`src/rtl/lin_phase_ctrl.sv`:
```
module lin_phase_ctrl #(
  parameter int BYTE_TICKS = 10,
  parameter int BRK_SHORT  = 10,
  parameter int BRK_LONG   = 11,
  parameter int MAX_BYTES  = 8
) (
  input  logic       clk,
  input  logic       rst_n,
  input  logic       bit_tick,
  input  logic       rx_level,
  input  logic       init_req,
  input  logic       sleep_req,
  input  logic       wake_en,
  input  logic       master_sel,
  input  logic       uart_sel,
  input  logic       brk11_sel,
  input  logic       dir_rx,
  input  logic [2:0] nbytes_m1,
  input  logic       hdr_req,
  input  logic       tx_req,
  input  logic       rmb_clr,
  input  logic       err_evt,
  output logic [3:0] lin_state,
  output logic       rx_busy,
  output logic       buf_ready,
  output logic       tx_pending
);

  localparam int TMAX = (BRK_LONG > BYTE_TICKS) ? BRK_LONG : BYTE_TICKS;
  localparam int CW   = $clog2(TMAX);
  localparam int BW   = (MAX_BYTES > 1) ? $clog2(MAX_BYTES) : 1;

  typedef enum logic [3:0] {
    S_SLEEP = 4'd0, S_INIT  = 4'd1, S_IDLE  = 4'd2, S_BREAK = 4'd3,
    S_DELIM = 4'd4, S_SYNCH = 4'd5, S_IDENT = 4'd6, S_HDR   = 4'd7,
    S_DATA  = 4'd8, S_CHK   = 4'd9
  } phase_t;

  phase_t        state, st_n;
  logic [CW-1:0] cnt, cnt_n;
  logic [BW-1:0] bytes, byte_n;
  logic          busy_n, rdy_set, tx_take, rx_q;

  wire           fell      = rx_q & ~rx_level;
  wire  [CW-1:0] brk_last  = brk11_sel ? CW'(BRK_LONG - 1) : CW'(BRK_SHORT - 1);
  wire  [CW-1:0] byte_last = CW'(BYTE_TICKS - 1);
  wire           err_hit   = err_evt && (state >= S_BREAK) && (state <= S_CHK);
  wire           slave_lin = !master_sel && !uart_sel;

  assign lin_state = state;

  always_comb begin
    st_n    = state;
    cnt_n   = cnt;
    byte_n  = bytes;
    busy_n  = rx_busy;
    rdy_set = 1'b0;
    tx_take = 1'b0;
    if (init_req) begin
      st_n   = S_INIT;
      cnt_n  = '0;
      byte_n = '0;
      busy_n = 1'b0;
    end else if (err_hit) begin
      st_n   = (slave_lin && !rx_level) ? S_BREAK : S_IDLE;
      cnt_n  = '0;
      byte_n = '0;
      busy_n = 1'b0;
    end else begin
      case (state)
        S_INIT:  st_n = sleep_req ? S_SLEEP : S_IDLE;
        S_SLEEP: if (!sleep_req || (wake_en && fell)) st_n = S_IDLE;
        S_IDLE: begin
          cnt_n  = '0;
          byte_n = '0;
          if (sleep_req) st_n = S_SLEEP;
          else if (uart_sel) begin
            if (fell) begin
              st_n   = S_DATA;
              busy_n = 1'b1;
            end else if (tx_pending) begin
              st_n    = S_DATA;
              tx_take = 1'b1;
            end
          end else if (master_sel ? hdr_req : fell) st_n = S_BREAK;
        end
        S_BREAK: if (bit_tick) begin
          if (!master_sel && rx_level) begin
            st_n  = S_IDLE;
            cnt_n = '0;
          end else if (cnt == brk_last) begin
            st_n  = S_DELIM;
            cnt_n = '0;
          end else cnt_n = cnt + 1'b1;
        end
        S_DELIM: if (bit_tick && (master_sel || rx_level)) st_n = S_SYNCH;
        S_SYNCH, S_IDENT: if (bit_tick) begin
          if (cnt == byte_last) begin
            st_n  = (state == S_SYNCH) ? S_IDENT : S_HDR;
            cnt_n = '0;
          end else cnt_n = cnt + 1'b1;
        end
        S_HDR: begin
          cnt_n  = '0;
          byte_n = '0;
          if (dir_rx) begin
            st_n   = S_DATA;
            busy_n = 1'b1;
          end else if (tx_pending) begin
            st_n    = S_DATA;
            tx_take = 1'b1;
          end
        end
        S_DATA: if (bit_tick) begin
          if (cnt == byte_last) begin
            cnt_n = '0;
            if (uart_sel) begin
              st_n    = S_IDLE;
              rdy_set = rx_busy;
              busy_n  = 1'b0;
            end else if (bytes == BW'(nbytes_m1)) begin
              st_n   = S_CHK;
              byte_n = '0;
            end else byte_n = bytes + 1'b1;
          end else cnt_n = cnt + 1'b1;
        end
        S_CHK: if (bit_tick) begin
          if (cnt == byte_last) begin
            st_n    = S_IDLE;
            cnt_n   = '0;
            rdy_set = rx_busy;
            busy_n  = 1'b0;
          end else cnt_n = cnt + 1'b1;
        end
        default: st_n = S_IDLE;
      endcase
    end
  end

  always_ff @(posedge clk or negedge rst_n) begin
    if (!rst_n) begin
      state   <= S_INIT;
      cnt     <= '0;
      bytes   <= '0;
      rx_busy <= 1'b0;
      rx_q    <= 1'b1;
    end else begin
      state   <= st_n;
      cnt     <= cnt_n;
      bytes   <= byte_n;
      rx_busy <= busy_n;
      rx_q    <= rx_level;
    end
  end

  always_ff @(posedge clk or negedge rst_n) begin
    if (!rst_n)                       tx_pending <= 1'b0;
    else if (init_req || tx_take)     tx_pending <= 1'b0;
    else if (tx_req && !rx_busy)      tx_pending <= 1'b1;
  end

  always_ff @(posedge clk or negedge rst_n) begin
    if (!rst_n)                           buf_ready <= 1'b0;
    else if (init_req || state == S_INIT) buf_ready <= 1'b0;
    else if (rdy_set)                     buf_ready <= 1'b1;
    else if (rmb_clr)                     buf_ready <= 1'b0;
  end

endmodule

```
`config.mk`:
```
export PLATFORM = sky130hd
export DESIGN_NAME = lin_phase_ctrl
export DESIGN_NICKNAME = d
export VERILOG_FILES = /design/src/rtl/lin_phase_ctrl.sv
export SDC_FILE = /design/constraint.sdc
export NUM_CORES = 1
export LEC_CHECK = 0
export CAP_MARGIN = 5
export CORE_ASPECT_RATIO = 1.2
export CORE_MARGIN = 5
export CORE_UTILIZATION = 39
export CTS_CLUSTER_DIAMETER = 30
export CTS_CLUSTER_SIZE = 12
export DETAILED_ROUTE_END_ITERATION = 10
export HOLD_SLACK_MARGIN = 0.02
export PLACE_DENSITY = 0.7
export SYNTH_ARGS = -nofsm -noshare
export SYNTH_HDL_FRONTEND = slang
export SYNTH_SLANG_ARGS = --single-unit
```
`constraint.sdc`:
```
create_clock -name clk -period 2.8 [get_ports clk]
set_input_delay 0.42 -clock clk [delete_from_list [all_inputs] [get_ports clk]]
set_output_delay 0.42 -clock clk [all_outputs]
set_load 0.1 [all_outputs]
```
==> impl_metrics.env <==
export IMPL_status="complete, no violations"
export IMPL_start_kind="register"
export IMPL_synthAdderAreaFrac_pct=2.510
export IMPL_cts_buffers=3
export IMPL_dieHeight_um=77.83
export IMPL_die_x_um=66.52
export IMPL_hp_class="register to register"
export IMPL_busiest_layer="met2"
export IMPL_die_area_um2=5177
export IMPL_rsz0062_at_grt="no"
export IMPL_nets=237
export IMPL_synth_xor_area_share_pct=2.929
export IMPL_slowest_delay_ps=830
export IMPL_max_clock_path_buffers=2
export IMPL_critical_path_buf_inv_count=0
export IMPL_met1_usage_pct=24.69
export IMPL_layout_commonest_cell="buf_4"
export IMPL_skew_ps=2.660
export IMPL_fin_crit_ps=2390
export IMPL_drv_cap=0
export IMPL_synth_compound_area_share_pct=33.47
export IMPL_drtIter0Drc=207
export IMPL_clockRootBuffer="clkbuf_8"
export IMPL_grt_first_pass_wirelength_um=7562
export IMPL_worst_pin_slew_ps=733.4
export IMPL_vias=1611
export IMPL_final_period_utilization_pct=85.35
export IMPL_insertedDiodeCount=0
export IMPL_synth_fp_nets=205
export IMPL_placed_area_um2=1828
export IMPL_grt_max_degree=26
export IMPL_worst_slack_ps=410.1
export IMPL_num_rows=24
export IMPL_synth_mux_area_fraction_pct=2.008
export IMPL_syn_cell_area_um2=1495
export IMPL_ir_drop_v=0.0003377
export IMPL_cp_data_arrival_time_ps=2530
export IMPL_fin_area_um2=1873
export IMPL_seq_area_frac_synth_pct=25.27
export IMPL_drc=0
export IMPL_tns_ps=0
export IMPL_drive_above_1_share_pct=19.07
export IMPL_synth_simple_area_share_pct=27.78
export IMPL_overflow=0
export IMPL_cts_sinks=15
export IMPL_h_tree_depth=1
export IMPL_maxSlewHeadroom_pct=50.95
export IMPL_finalSetupViolations=0
export IMPL_final_max_slew_viol_count=0
export IMPL_power_density_nw_per_um2=660.1
export IMPL_ys_ff_latch=15
export IMPL_cp_slowest_cell="dfstp_2"
export IMPL_viasPerCell=6.034
export IMPL_dpl_hpwl_um=3467
export IMPL_met3_usage_pct=2.457
export IMPL_wl_per_cell_um=17.07
export IMPL_dr_pass1_iters=5
export IMPL_critPathTopFamily="flip-flops"
export IMPL_criticalPathCategory="register to register"
export IMPL_p_leak_uw=0.0007262
export IMPL_ys_warn_count=0
export IMPL_ioPinCount=25
export IMPL_detail_route_antenna_nets=0
export IMPL_grt_pass1_vias=1598
export IMPL_antenna_found_initial=0
export IMPL_crit_path_end_kind="register"
export IMPL_clk_latency_ps=250
export IMPL_ys_types=56
export IMPL_max_freq_ghz=0.4184
export IMPL_cts_setup_buffers=0
export IMPL_synth_top_family_by_area="compound AO/OA/AOI/OAI gates"
export IMPL_path_max_fanout=25
export IMPL_gr_usage_all_layers_pct=18.44
export IMPL_coreArea_um2=3664
export IMPL_syn_area_per_cell_um2=8.126
export IMPL_final_cell_mix="buf_4 (20), clkdlybuf4s50_1 (17), nand2_1 (14)"
export IMPL_crit_required_ps=2940
export IMPL_io_buffers=24
export IMPL_async_reset_ff_share_pct=100.0
export IMPL_dpl_worst_slack_ps=200.1
export IMPL_initial_core_util_pct=40.81
export IMPL_area_delta_synth_final_pct=25.27
export IMPL_cts_tree="built"
export IMPL_final_hold_violation_count=0
export IMPL_gp_congestion=0.9450
export IMPL_synth_ff_type="dfrtp_1"
export IMPL_crit_chain="nand2_2 -> a21oi_2 -> o22ai_2 -> a41oi_1 -> and2_4 -> mux2_4"
export IMPL_syn_inst=184
export IMPL_cts_resized=0
export IMPL_ctsHoldBuffers=0
export IMPL_synth_edf_count=0
export IMPL_path_clk_slew_ps=60
export IMPL_gr_usage_met2_pct=28.50
export IMPL_routed_wl_um=4558
cell families after synthesis:
logic type	after synthesis
adders and majority gates	3
muxes	2
DFF	15
and+or+nand+nor	72
AOI/OAI and AO/OA	67
buffers and inverters	20
xor gates and xnor gates	5
path summary, 6_finish.rpt:
check	start	end	slack, ps	cells past startpoint
setup / recovery	lin_state[0]$_DFFE_PN1P_	lin_state[2]$_DFFE_PN0P_	410	6
hold reg to reg	bytes[2]$_DFFE_PN0P_	bytes[2]$_DFFE_PN0P_	500	1
min in group asynchronous	rst_n	lin_state[1]$_DFFE_PN0P_	610	1
setup reg to reg	lin_state[0]$_DFFE_PN1P_	lin_state[2]$_DFFE_PN0P_	410	6
hold / removal	bytes[2]$_DFFE_PN0P_	bytes[2]$_DFFE_PN0P_	500	1
max in group asynchronous	rst_n	cnt[0]$_DFFE_PN0P_	1740	1
cell usage after synthesis (all sizes together) (2+ instances only):
library cell,n,share of area [%]
nor2,11,2.8
nand3,7,2.3
dfstp,2,3.5
nand4b,2,1.2
nand2,15,3.9
mux2,2,2.0
nand2b,12,5.0
o22ai,2,1.7
o32ai,4,3.3
or4,2,1.3
a31oi,3,1.3
nand3b,3,1.5
dfrtp,13,22
or3b,2,1.2
nor2b,2,0.84
buf,8,3.0
and3,2,0.84
ha,3,2.5
o2111ai,2,1.2
inv,10,2.5
xor2,4,2.3
a31o,2,1.2
a2111oi,2,1.2
o21ai,16,5.4
clkbuf,2,0.50
a211oi,4,2.0
nor3b,2,2.1
o311ai,2,1.2
or3,3,1.3
a21oi,14,5.2
a32o,3,2.0
nor3,6,2.0
area by class of cell:
class	instances	area, um^2
sequential	15	377.9
timing repair buffer	37	320.3
fill	388	1790
tap	52	65.06
clock buffer	4	45.04
inverter	10	37.54
multi-input combinational	149	1027
metrics by stage:
stage	cells	hold slack (ps)	power, uW	utilization (%)
finish	267	501.3	1236	51.13
global placement	263	492.4	1052	49.90
floorplan	184	124.4	856.5	-
detailed placement	263	497.7	1047	49.90
CTS	267	506.2	1236	51.13
global route	267	537.9	1321	51.13
where the power goes:
part	leakage, uW	total, uW	internal [uW]	switching [uW]
logic	0.000505	713	281	432
registers	0.000198	342	252	90.3
clock network	0.0000228	182	101	80.7
routing by layer:
metal,routed length (um),share of wire (%)
met5,0,0
met4,205,4.5
met3,315,6.9
met2,2110,46
met1,1926,42
sequential cells by signal, indices dropped and copies added, names as in the netlist:
register,cells
bytes,3
rx_q,1
lin_state,4
cnt,4
buf_ready,1
tx_pending,1
rx_busy,1
worst reg2reg max path: cells and delay by family, from the launching register on:
kind | cells | cell delay [ps]
flops | 1 | 830
compound gates | 3 | 710
mux | 1 | 290
simple gates | 2 | 450
Power figures use the tool's default switching activity.
